--- src/rtl/uop_group_steer.sv ---
module uop_group_steer #(
  parameter int TAG_W = 8,
  parameter int UOP_W = 4,
  parameter int CNT_W = 16,
  parameter int MAX_DIRECT = 4
) (
  input  logic               clk,
  input  logic               rst,
  input  logic [3:0]         win_valid,
  input  logic [4*TAG_W-1:0] win_tag,
  input  logic [4*UOP_W-1:0] win_uops,
  output logic [2:0]         consume,
  output logic [3:0]         slot_valid,
  output logic [4*TAG_W-1:0] slot_tag,
  output logic [4*UOP_W-1:0] slot_uops,
  output logic               ms_req,
  output logic [TAG_W-1:0]   ms_tag,
  output logic [UOP_W-1:0]   ms_uops,
  input  logic               ms_done,
  output logic [CNT_W-1:0]   ms_switches
);

  logic [3:0] vpre, single;
  logic       busy, head_mc, take_mc;
  logic [2:0] grp;

  assign vpre[0] = win_valid[0];
  for (genvar i = 0; i < 4; i++) begin : g_ent
    if (i > 0) begin : g_pre
      assign vpre[i] = vpre[i-1] & win_valid[i];
    end
    assign single[i] = win_uops[i*UOP_W +: UOP_W] <= UOP_W'(1);
    assign slot_valid[i] = 3'(i) < grp;
  end

  assign head_mc = vpre[0] && (win_uops[UOP_W-1:0] > UOP_W'(MAX_DIRECT));
  assign take_mc = head_mc && !busy;

  always_comb begin
    grp = 3'd0;
    if (!busy && vpre[0] && !head_mc) begin
      grp = 3'd1;
      if (win_uops[UOP_W-1:0] == UOP_W'(2)) begin
        if (vpre[1] && single[1]) begin
          grp = 3'd2;
          if (vpre[2] && single[2]) grp = 3'd3;
        end
      end else if (single[0]) begin
        if (vpre[1] && single[1]) begin
          grp = 3'd2;
          if (vpre[2] && single[2]) begin
            grp = 3'd3;
            if (vpre[3] && single[3]) grp = 3'd4;
          end
        end
      end
    end
  end

  assign consume   = take_mc ? 3'd1 : grp;
  assign slot_tag  = win_tag;
  assign slot_uops = win_uops;
  assign ms_req    = busy;

  always_ff @(posedge clk) begin
    if (rst) begin
      busy        <= 1'b0;
      ms_switches <= '0;
      ms_tag      <= '0;
      ms_uops     <= '0;
    end else if (take_mc) begin
      busy        <= 1'b1;
      ms_tag      <= win_tag[TAG_W-1:0];
      ms_uops     <= win_uops[UOP_W-1:0];
      ms_switches <= ms_switches + 1'b1;
    end else if (busy && ms_done) begin
      busy <= 1'b0;
    end
  end

endmodule

--- config.mk ---
export PLATFORM = sky130hd
export DESIGN_NAME = uop_group_steer
export DESIGN_NICKNAME = d
export VERILOG_FILES = /design/src/rtl/uop_group_steer.sv
export SDC_FILE = /design/constraint.sdc
export NUM_CORES = 1
export LEC_CHECK = 0
export CORE_ASPECT_RATIO = 1.1
export CORE_UTILIZATION = 31
export CTS_CLUSTER_SIZE = 8
export DETAILED_ROUTE_END_ITERATION = 7
export GPL_ROUTABILITY_DRIVEN = 0
export HOLD_SLACK_MARGIN = 0.02
export PLACE_DENSITY = 0.84
export SLEW_MARGIN = 20
export SYNTH_ARGS = -nofsm -noshare
export SYNTH_HDL_FRONTEND = slang
export SYNTH_SLANG_ARGS = --single-unit
--- constraint.sdc ---
create_clock -name clk -period 2.3 [get_ports clk]
set_clock_uncertainty 0.2 [all_clocks]
set_input_delay 0.46 -clock clk [delete_from_list [all_inputs] [get_ports clk]]
set_output_delay 0.46 -clock clk [all_outputs]
set_load 0.02 [all_outputs]
==> metrics.txt, run 1 <==
outcome complete, but fails checks; failing checks negative setup slack; DP HPWL 3.40 mm; cell depth of the worst hold path 2; Max-Cap Viols 0; CP max stage cell or4b_4; grt ovf 0; Critical Path Sink Type output pin; Sum Neg Setup Slack -0.150 ns; post-synth top area share 32.9%; cell count of the worst reg-to-reg path 4; Mean Syn Cell Area 8.81 um2; DIE AREA 0.00599 mm2; # fillers 526; clock sinks 29; FF-to-FF End ms_switches[15]$_SDFFE_PP0P_; clock power share 32.8%; core area 0.00543 mm2; largest net degree at the start of global routing 28; Switching Power 0.000342 W; peak supply drop 0.000490 V; hold crit path type flop to flop; max frequency 0.424 GHz; worst setup margin -0.0566 ns; register area share after synthesis 32.9%; WS Path Type input port to output pin; asr flop ratio synth 0%; vias in the first global route 1497; global-route wire length before repair 6.84 mm; post-synth top area cell dfxtp_1; routed wire length 4.54 mm; hold path endpoint ms_uops[2]$_SDFFE_PP0P_; Initial DRT Pass Iterations 4; register area 581 um2; Placed Cells 326; routed vias 1610; Vias/cell 4.74; EDFF count, synth 0; power density over the cells 457 mW/mm2; sequential fraction of design power 43.4%; flop and latch count out of synthesis 29; Pwr Total 0.00122 W; combinational power share 23.8%; clk root buf clkbuf_8; share of layout cells above drive strength 1 27.5%; Final Util 49.2%; slowest stage delay, CP 0.59 ns; WL per Instance 13.3 um; DR top layer met4; Initial Util 32.5%; Setup crit start kind input port; Mapped Area 0.00176 mm2; Rows 28; total track usage 15.0%; Worst Path Required 1.64 ns; met2 wire length 2.38 mm; Pins Over Slew Limit 0; internal power 0.000880 W; relative slew slack 74.8%; Max Buffers Root-to-Sink 2; I/O pin cnt 139; RR Startpoint ms_switches[7]$_SDFFE_PP0P_; Worst Hold Launch ms_uops[2]$_SDFFE_PP0P_; CTS tree yes; Ys Warns 0; # hold bufs at CTS 0; DRT iter0 DRCs 18; syn_nets 256; final worst-path cycle share 102%; Final setup viols 4; metal3 WL 242 um; largest cells by area after synthesis dfxtp_1 33%, buf_4 21%, mux2i_1 7.4%; initial antenna violation count 0; reg2reg setup slack 0.43 ns; critical path arrival 1.70 ns; DRC violation count after routing 0; antenna-violating nets left 0; antenna cells 0; crit-path max FO 4; Most used DFF post-synth dfxtp_1; sw frac 28.0%; I/O Buffers 84; die width 73.9 um; Multi-input gate area 865 um2; H-tree depth 2; pre-CTS setup slack -0.942 ns; RSZ-0062 raised after global routing yes; Synth Instances 200; post-route insts no fill 340; LEAKAGE 1.05 nW; worst skew pair latency 0.28 ns; Yosys cell types 38; synthesis-to-layout area growth 51.7%; Clock Pin Slew Worst Setup and Hold Paths 0.06 ns; Die H 81.1 um; CP Cell Sequence clkdlybuf4s15_1 > or4b_4 > nor4_4 > buf_4; minimum clock period 2.36 ns; nets@finish 320; worst-margin pin slew 0.377 ns; final hold violation count 0; cts bufs inserted 5; WL met1 1.83 mm
==> power groups by stage <==
stage	sequential, W	clock (W)	combinational [W]
after CTS	0.000531	0.000413	0.000285
after global routing	0.000533	0.000443	0.000307
final	0.000531	0.000401	0.000290
after global placement	0.000541	0	0.000284
after detailed placement	0.000542	0	0.000288
after floorplan	0.000563	0	0.000195
==> cell families (layout without fill, tap and decap cells) <==
logic type | count (synthesis) | after routing | synth area share (%)
adder cells (fa/ha/maj) | 1 | 1 | 0.710
multiplexers | 14 | 14 | 8.02
buffers and inverters | 61 | 126 | 24.9
AO/OA/AOI/OAI | 30 | 30 | 11.7
AND/OR/NAND/NOR | 62 | 62 | 20.2
flip-flops | 29 | 29 | 32.9
XOR/XNOR | 3 | 3 | 1.49
==> sequential cells by signal, indices dropped and copies added, names as in the netlist <==
register / count
ms_switches: 16
ms_tag: 8
ms_uops: 4
ms_req: 1
==> layer usage <==
metal | vias up | GRT usage (%)
met5 | - | 0
met4 | 0 | 7.50
met3 | 12 | 3.47
met2 | 60 | 27.4
met1 | 759 | 15.9
li1 | 779 | -
==> per-stage QoR <==
stage                     hold slack [ns]  cell area (um2)
after global placement              0.275             2490
after CTS                           0.303             2600
after floorplan                     0.362             1820
after detailed placement            0.290             2490
after global routing                0.328             2670
final                               0.301             2670
==> synth_stat cells (all sizes together), types with 5 or more instances <==
cell type,instances
inv,5
or3,7
buf,53
nand2,7
nor2,19
mux2i,13
nor4,5
o31ai,6
o21ai,7
or4,7
a21oi,12
dfxtp,29
==> how the worst max path moves through the flow <==
stage / slack, ns / from / to / cells past startpoint
2_1_floorplan: -0.09 / win_uops[3] / consume[2] / 5
3_3_place_gp: -0.91 / win_uops[3] / consume[2] / 6
3_5_place_dp: -0.94 / win_uops[3] / consume[2] / 6
4_1_cts: -0.14 / win_uops[3] / slot_valid[3] / 7
5_1_grt: -0.13 / win_uops[3] / consume[2] / 7
6_report: -0.06 / win_uops[13] / consume[2] / 4
==> layout make-up <==
| type | instances | area share, % |
|---|---|---|
| Clock inverter | 2 | 0.374 |
| Sequential cell | 29 | 21.7 |
| Tap cell | 75 | 3.51 |
| Timing Repair Buffer | 113 | 38.7 |
| Multi-Input combinational cell | 110 | 32.3 |
| Inverter | 5 | 0.702 |
| Clock buffer | 6 | 2.71 |
==> critical path, delay by kind of cell <==
family / cells / cell delay (ns)
buf+inv: 2 / 0.36
simple gates: 2 / 0.87
==> repair_timing <==
item	4_1_cts	5_1_grt
endpoints found under the setup margin	13	7
resized for setup	83	14
endpoints found under the hold margin	0	0
buffers inserted	3	3
pin swaps	11	8
==> cell usage in the layout, fill, tap and decap left out, types with 6 or more instances in the layout <==
cell type / instances
mux2i_1: 13
or4_1: 6
or3_1: 6
clkdlybuf4s50_1: 60
dlygate4sd2_1: 7
a21oi_1: 12
dfxtp_1: 29
o31ai_1: 6
nor2_1: 17
buf_6: 9
o21ai_0: 6
buf_4: 28
Power figures use the tool's default switching activity.
==> run 2, diff against run 1 <==
- CTS_CLUSTER_DIAMETER: default -> 200
- SKIP_CTS_REPAIR_TIMING: default -> 1
==> run 2 against run 1 <==
The flow still finishes with violations (negative setup slack). Maximum frequency fell by 3.6%. Cell area rose by 0.37%. Core utilization rose by 0.18 points. Final cell count fell by 0.88%. Sequential power barely moved. Critical endpoint is now slot_valid[3]. Setup slack got worse by 0.089 ns. Non-clock buffer count fell by 3.
==> metrics.txt, run 2 (synthesis gave the netlist of run 1 again) <==
peak supply drop 0.000489 V (-0.10%); antenna-violating nets left 0 (unchanged); failing checks negative setup slack; final hold slack 0.301 ns (+0.0000100 ns); clk root buf clkbuf_8; hold crit path type flop to flop; grt ovf 0 (unchanged); Max Buffers Root-to-Sink 2 (unchanged); worst-margin pin slew 0.361 ns (-0.0168 ns); Rows 28 (unchanged); power density over the cells 454 mW/mm2 (-0.63%); crit-path max FO 3 (-1); design area 0.00268 mm2 (+0.37%); Clock Pin Slew Worst Setup and Hold Paths 0.06 ns (about the same); total track usage 14.7% (-0.31 points); DRT iter0 DRCs 20 (+2); global-route wire length before repair 6.69 mm (-2.2%); most frequent cells in the layout 60 x clkdlybuf4s50_1, 29 x dfxtp_1, 26 x buf_4; CP max stage cell or3_4; Switching Power 0.000337 W (-1.3%); final hold violation count 0 (unchanged); CP Cell Sequence buf_6 > or3_4 > nor4_4 > nand2_2 > buf_4 > nor4_4 > buf_4; Worst Path Required 1.64 ns (about the same); Final setup viols 4 (unchanged); worst skew pair latency 0.28 ns (about the same); DP HPWL 3.40 mm (unchanged); largest register by flop count ms_switches; commonest non-fill, non-tap cell in the layout clkdlybuf4s50_1; internal power 0.000881 W (+0.16%); Largest regs ms_switches: 16 flops, ms_tag: 8 flops, ms_uops: 4 flops; Pins Over Slew Limit 0 (unchanged); clock sinks 29 (unchanged); vias in the first global route 1463 (-2.3%); CTS tree yes; I/O Buffers 84 (unchanged); die width 73.9 um (unchanged); max FFs per register 16 (unchanged); Initial DRT Pass Iterations 4 (unchanged); max frequency 0.409 GHz (-3.6%); Vias/cell 4.73 (about the same); critical path arrival 1.79 ns (+0.09 ns); pre-CTS setup slack -0.942 ns (unchanged); Critical Path Sink Type output pin; WL per Instance 13.0 um (-2.4%); cts bufs inserted 5 (unchanged); largest net degree at the start of global routing 28 (unchanged); clock power share 32.8% (about the same); Initial Util 32.5% (unchanged); Max-Cap Viols 0 (unchanged); initial antenna violation count 0 (unchanged); top cell family by delay on the critical path simple AND/OR/NAND/NOR gates; DIE AREA 0.00599 mm2 (unchanged); antenna cells 0 (unchanged); routed vias 1595 (-0.93%); H-tree depth 2 (unchanged); WS Path Type input port to output pin; worst setup margin -0.145 ns (-0.0886 ns); dpl cell area 0.00249 mm2 (unchanged); core area 0.00543 mm2 (unchanged); sequential fraction of design power 43.6% (+0.2 points); Setup crit start kind input port; I/O pin cnt 139 (unchanged); Buf+Inv Stages, Crit Path 3 (+1); nets@finish 317 (-0.94%); slowest stage delay, CP 0.38 ns (-0.21 ns); RSZ-0062 raised after global routing yes; DRC violation count after routing 0 (unchanged); Die H 81.1 um (unchanged); combinational power share 23.6% (-0.2 points); synthesis-to-layout area growth 52.2%; relative slew slack 75.9% (+1.1 points); cell count of the worst reg-to-reg path 4 (unchanged); minimum clock period 2.45 ns (+0.0886 ns); final worst-path cycle share 106% (+3.9 points); routed wire length 4.39 mm (-3.2%); sw frac 27.7% (-0.30 points); outcome complete, but fails checks; LEAKAGE 1.15 nW (+9.5%); share of layout cells above drive strength 1 25.2% (-2.4 points); cell depth of the worst hold path 2 (unchanged); Levels on crit path 7 (+3)
## run 2: cell types whose count changed in the layout (fill, tap and decap cells not counted), moves of 2 or more
cell / before / now
clkbuf_2: 1 / 3
dlygate4sd2_1: 7 / 0
buf_4: 28 / 26
clkdlybuf4s15_1: 3 / 0
dlymetal6s2s_1: 0 / 14
buf_6: 9 / 7
buf_2: 5 / 0
## run 2: layer usage
layer	GRT usage [%]	wire length [um]
met2	26.8	2280
met5	0	0
met1	15.4	1810
met3	3.47	229
met4	7.50	74
## run 2: tightest hold or removal path, cell delays in order (launching register included)
cell and delay (ns):
dfxtp_1 0.33, mux2i_1 0.07, nor2_1 0.07
## run 2: layout make-up
cell class,count,area [um2]
Sequential cell,29,581
Fill cell,524,2750
Multi-Input combinational cell,110,843
Tap cell,75,93.8
Inverter,5,18.8
Clock buffer,6,72.6
Clock inverter,2,10.0
Timing Repair Buffer,110,1060
## run 2: power by group through the flow
stage               Clock (W)  Combinational (W)  Sequential [W]
floorplan                   0           0.000195        0.000563
global route         0.000441           0.000305        0.000533
global placement            0           0.000284        0.000541
finish               0.000400           0.000288        0.000531
CTS                  0.000413           0.000290        0.000531
detailed placement          0           0.000288        0.000542
## run 2: path summary, 6_finish.rpt
check | from | to | slack, ns
hold reg to reg | ms_uops[2]$_SDFFE_PP0P_ | ms_uops[2]$_SDFFE_PP0P_ | 0.30
setup / recovery | win_uops[3] | slot_valid[3] | -0.15
setup reg to reg | ms_switches[7]$_SDFFE_PP0P_ | ms_switches[15]$_SDFFE_PP0P_ | 0.42
hold / removal | ms_uops[2]$_SDFFE_PP0P_ | ms_uops[2]$_SDFFE_PP0P_ | 0.30
## run 2: stage by stage
stage / power, W / util, % / instances / TNS, ns
floorplan: 0.000758 / - / 200 / -0.189
global placement: 0.000824 / 45.9 / 326 / -6.77
detailed placement: 0.000830 / 45.9 / 326 / -7.34
CTS: 0.00123 / 47.4 / 334 / -6.22
global route: 0.00128 / 49.4 / 337 / -0.828
finish: 0.00122 / 49.4 / 337 / -0.398
==> run 3, diff against run 2 <==
--- a/config.mk
+++ b/config.mk
@@ -13,7 +13,7 @@
 export GPL_ROUTABILITY_DRIVEN = 0
 export HOLD_SLACK_MARGIN = 0.02
-export PLACE_DENSITY = 0.84
+export PLACE_DENSITY_LB_ADDON = 0.12
 export SKIP_CTS_REPAIR_TIMING = 1
-export SLEW_MARGIN = 20
+export SLEW_MARGIN = 10
 export SYNTH_ARGS = -nofsm -noshare
 export SYNTH_HDL_FRONTEND = slang
==> constraint.sdc (replaced) <==
create_clock -name clk -period 2.3 [get_ports clk]
set_clock_uncertainty 0.2 [all_clocks]
set_input_delay 0.46 -clock clk [delete_from_list [all_inputs] [get_ports clk]]
set_output_delay 0.46 -clock clk [all_outputs]
set_load 0.05 [all_outputs]
==> run 3 against run 2 <==
The flow still finishes with violations (negative setup slack). Combinational power increased by 55%. Total power rose by 25%. Critical path type unchanged. Setup slack lost 0.013 ns. Hold slack got worse by 0.013 ns. Register-to-register slack lost 0.10 ns. Final cell count increased by 2.1%. Global-route usage rose by 1.1 points.
==> metrics.txt, run 3 (synthesis gave the netlist of run 1 again) <==
RSZ-0062 raised after global routing yes; Sum Neg Setup Slack -0.732 ns (-0.333 ns); routed vias 1593 (-0.13%); Pins Over Slew Limit 0 (unchanged); DIE AREA 0.00599 mm2 (unchanged); largest register by flop count ms_switches; Die H 81.1 um (unchanged); clock sinks 29 (unchanged); DRC violation count after routing 0 (unchanged); combinational power share 29.3% (+5.7 points); register area 582 um2 (+0.22%); LEAKAGE 1.31 nW (+14%); max FFs per register 16 (unchanged); total track usage 15.8% (+1.1 points); core area 0.00543 mm2 (unchanged); Max-Cap Viols 0 (unchanged); final worst-path cycle share 107% (+0.58 points); RR Startpoint ms_switches[4]$_SDFFE_PP0P_; failing checks negative setup slack; largest net degree at the start of global routing 29 (+3.6%); reg2reg setup slack 0.32 ns (-0.10 ns); Worst Path Required 1.64 ns (about the same); clk root buf clkbuf_8; share of layout cells above drive strength 1 36.4% (+11 points); initial antenna violation count 0 (unchanged); die width 73.9 um (unchanged); Initial DRT Pass Iterations 4 (unchanged); hold crit path type flop to flop; worst-margin pin slew 0.538 ns (+0.177 ns); cts bufs inserted 5 (unchanged); Worst Hold Launch ms_req$_SDFFE_PP0P_; hold path endpoint ms_req$_SDFFE_PP0P_; critical path arrival 1.80 ns (about the same); peak supply drop 0.000435 V (-11%); global-route wire length before repair 7.16 mm (+7.1%); synthesis-to-layout area growth 73.4%; CTS tree yes; Critical Path Sink Type output pin; relative slew slack 64.0% (-12 points); commonest non-fill, non-tap cell in the layout clkdlybuf4s50_1; Final Util 56.3% (+6.9 points); sw frac 29.0% (+1.3 points); grt ovf 0 (unchanged); Initial Util 32.5% (unchanged); I/O Buffers 84 (unchanged); antenna cells 0 (unchanged); Setup crit start kind input port; vias in the first global route 1457 (-0.41%); Vias/cell 4.63 (-2.2%); Final setup viols 5 (+1); minimum clock period 2.46 ns (+0.0133 ns); power density over the cells 496 mW/mm2 (+9.4%); design area 0.00306 mm2 (+14%); H-tree depth 2 (unchanged); Clock Pin Slew Worst Setup and Hold Paths 0.06 ns (about the same); Multi-input gate area 850 um2 (+0.74%); worst skew pair latency 0.28 ns (about the same); sequential fraction of design power 35.0% (-8.6 points); max frequency 0.407 GHz (-0.54%); routed wire length 4.67 mm (+6.3%); crit-path max FO 3 (unchanged); outcome complete, but fails checks; final hold violation count 0 (unchanged); cell depth of the worst hold path 2 (unchanged); I/O pin cnt 139 (unchanged); dpl cell area 0.00286 mm2 (+15%); final hold slack 0.288 ns (-0.0134 ns); WL per Instance 13.6 um (+4.1%); antenna-violating nets left 0 (unchanged); nets@finish 324 (+2.2%); Largest regs ms_switches: 16 flops, ms_tag: 8 flops, ms_uops: 4 flops; WS Path Type input port to output pin; most frequent cells in the layout 38 x clkdlybuf4s50_1, 30 x buf_4, 28 x dfxtp_1, 28 x buf_12, 17 x nor2_1; Switching Power 0.000439 W (+30%); DRT iter0 DRCs 60 (+200%); clock power share 35.7% (+2.9 points); Max Buffers Root-to-Sink 2 (unchanged); internal power 0.00108 W (+22%); cell count of the worst reg-to-reg path 4 (unchanged); FF-to-FF End ms_switches[8]$_SDFFE_PP0P_; worst setup margin -0.159 ns (-0.0133 ns); # fillers 471 (-10%); DP HPWL 3.53 mm (+3.8%); Rows 28 (unchanged)
run 3: how the worst max path moves through the flow:
| stage | from | endpoint | cells after the start | slack [ns] |
|---|---|---|---|---|
| 3_3_place_gp | win_valid[0] | slot_valid[3] | 6 | -0.57 |
| 3_5_place_dp | win_valid[0] | slot_valid[3] | 6 | -0.60 |
| 6_report | win_uops[3] | slot_valid[2] | 7 | -0.16 |
| 4_1_cts | win_valid[0] | slot_valid[3] | 6 | -0.61 |
| 5_1_grt | win_uops[3] | slot_valid[3] | 6 | -0.24 |
| 2_1_floorplan | win_uops[0] | consume[2] | 4 | -0.39 |
run 3: per-layer routing:
layer | vias up | share of wire (%) | global-route usage, %
met3 | 20 | 8.9 | 4.22
met4 | 0 | 2.7 | 7.69
met2 | 76 | 48 | 25.5
li1 | 791 | - | -
met5 | - | 0 | 0
met1 | 706 | 40 | 19.2
run 3: final cells by class:
cell class	count	share of cell area, %
flip-flops and latches	29	19.0
multi-input cells	110	27.8
repair buffers	117	45.6
inverters	5	0.737
well taps	75	3.07
clock buffers	7	2.82
clock inverters	1	0.982
run 3: worst max-delay path: stages:
cell and delay (ns):
buf_6 0.09, or3_4 0.38, nor4_4 0.31, nand3_2 0.16, buf_6 0.16, nor2_4 0.09
buf_12 0.14
run 3: power by group through the flow:
stage / clock [W] / sequential (W) / combinational, W
floorplan: 0 / 0.000602 / 0.000305
global placement: 0 / 0.000542 / 0.000443
detailed placement: 0 / 0.000542 / 0.000445
CTS: 0.000559 / 0.000531 / 0.000446
global route: 0.000590 / 0.000533 / 0.000465
finish: 0.000542 / 0.000531 / 0.000445
run 3: per-stage QoR:
stage | power [W] | std cells | setup slack [ns]
6_report | 0.00152 | 344 | -0.159
4_1_cts | 0.00154 | 342 | -0.605
3_3_place_gp | 0.000985 | 334 | -0.567
2_1_floorplan | 0.000907 | 200 | -0.386
3_5_place_dp | 0.000987 | 334 | -0.601
5_1_grt | 0.00159 | 344 | -0.238
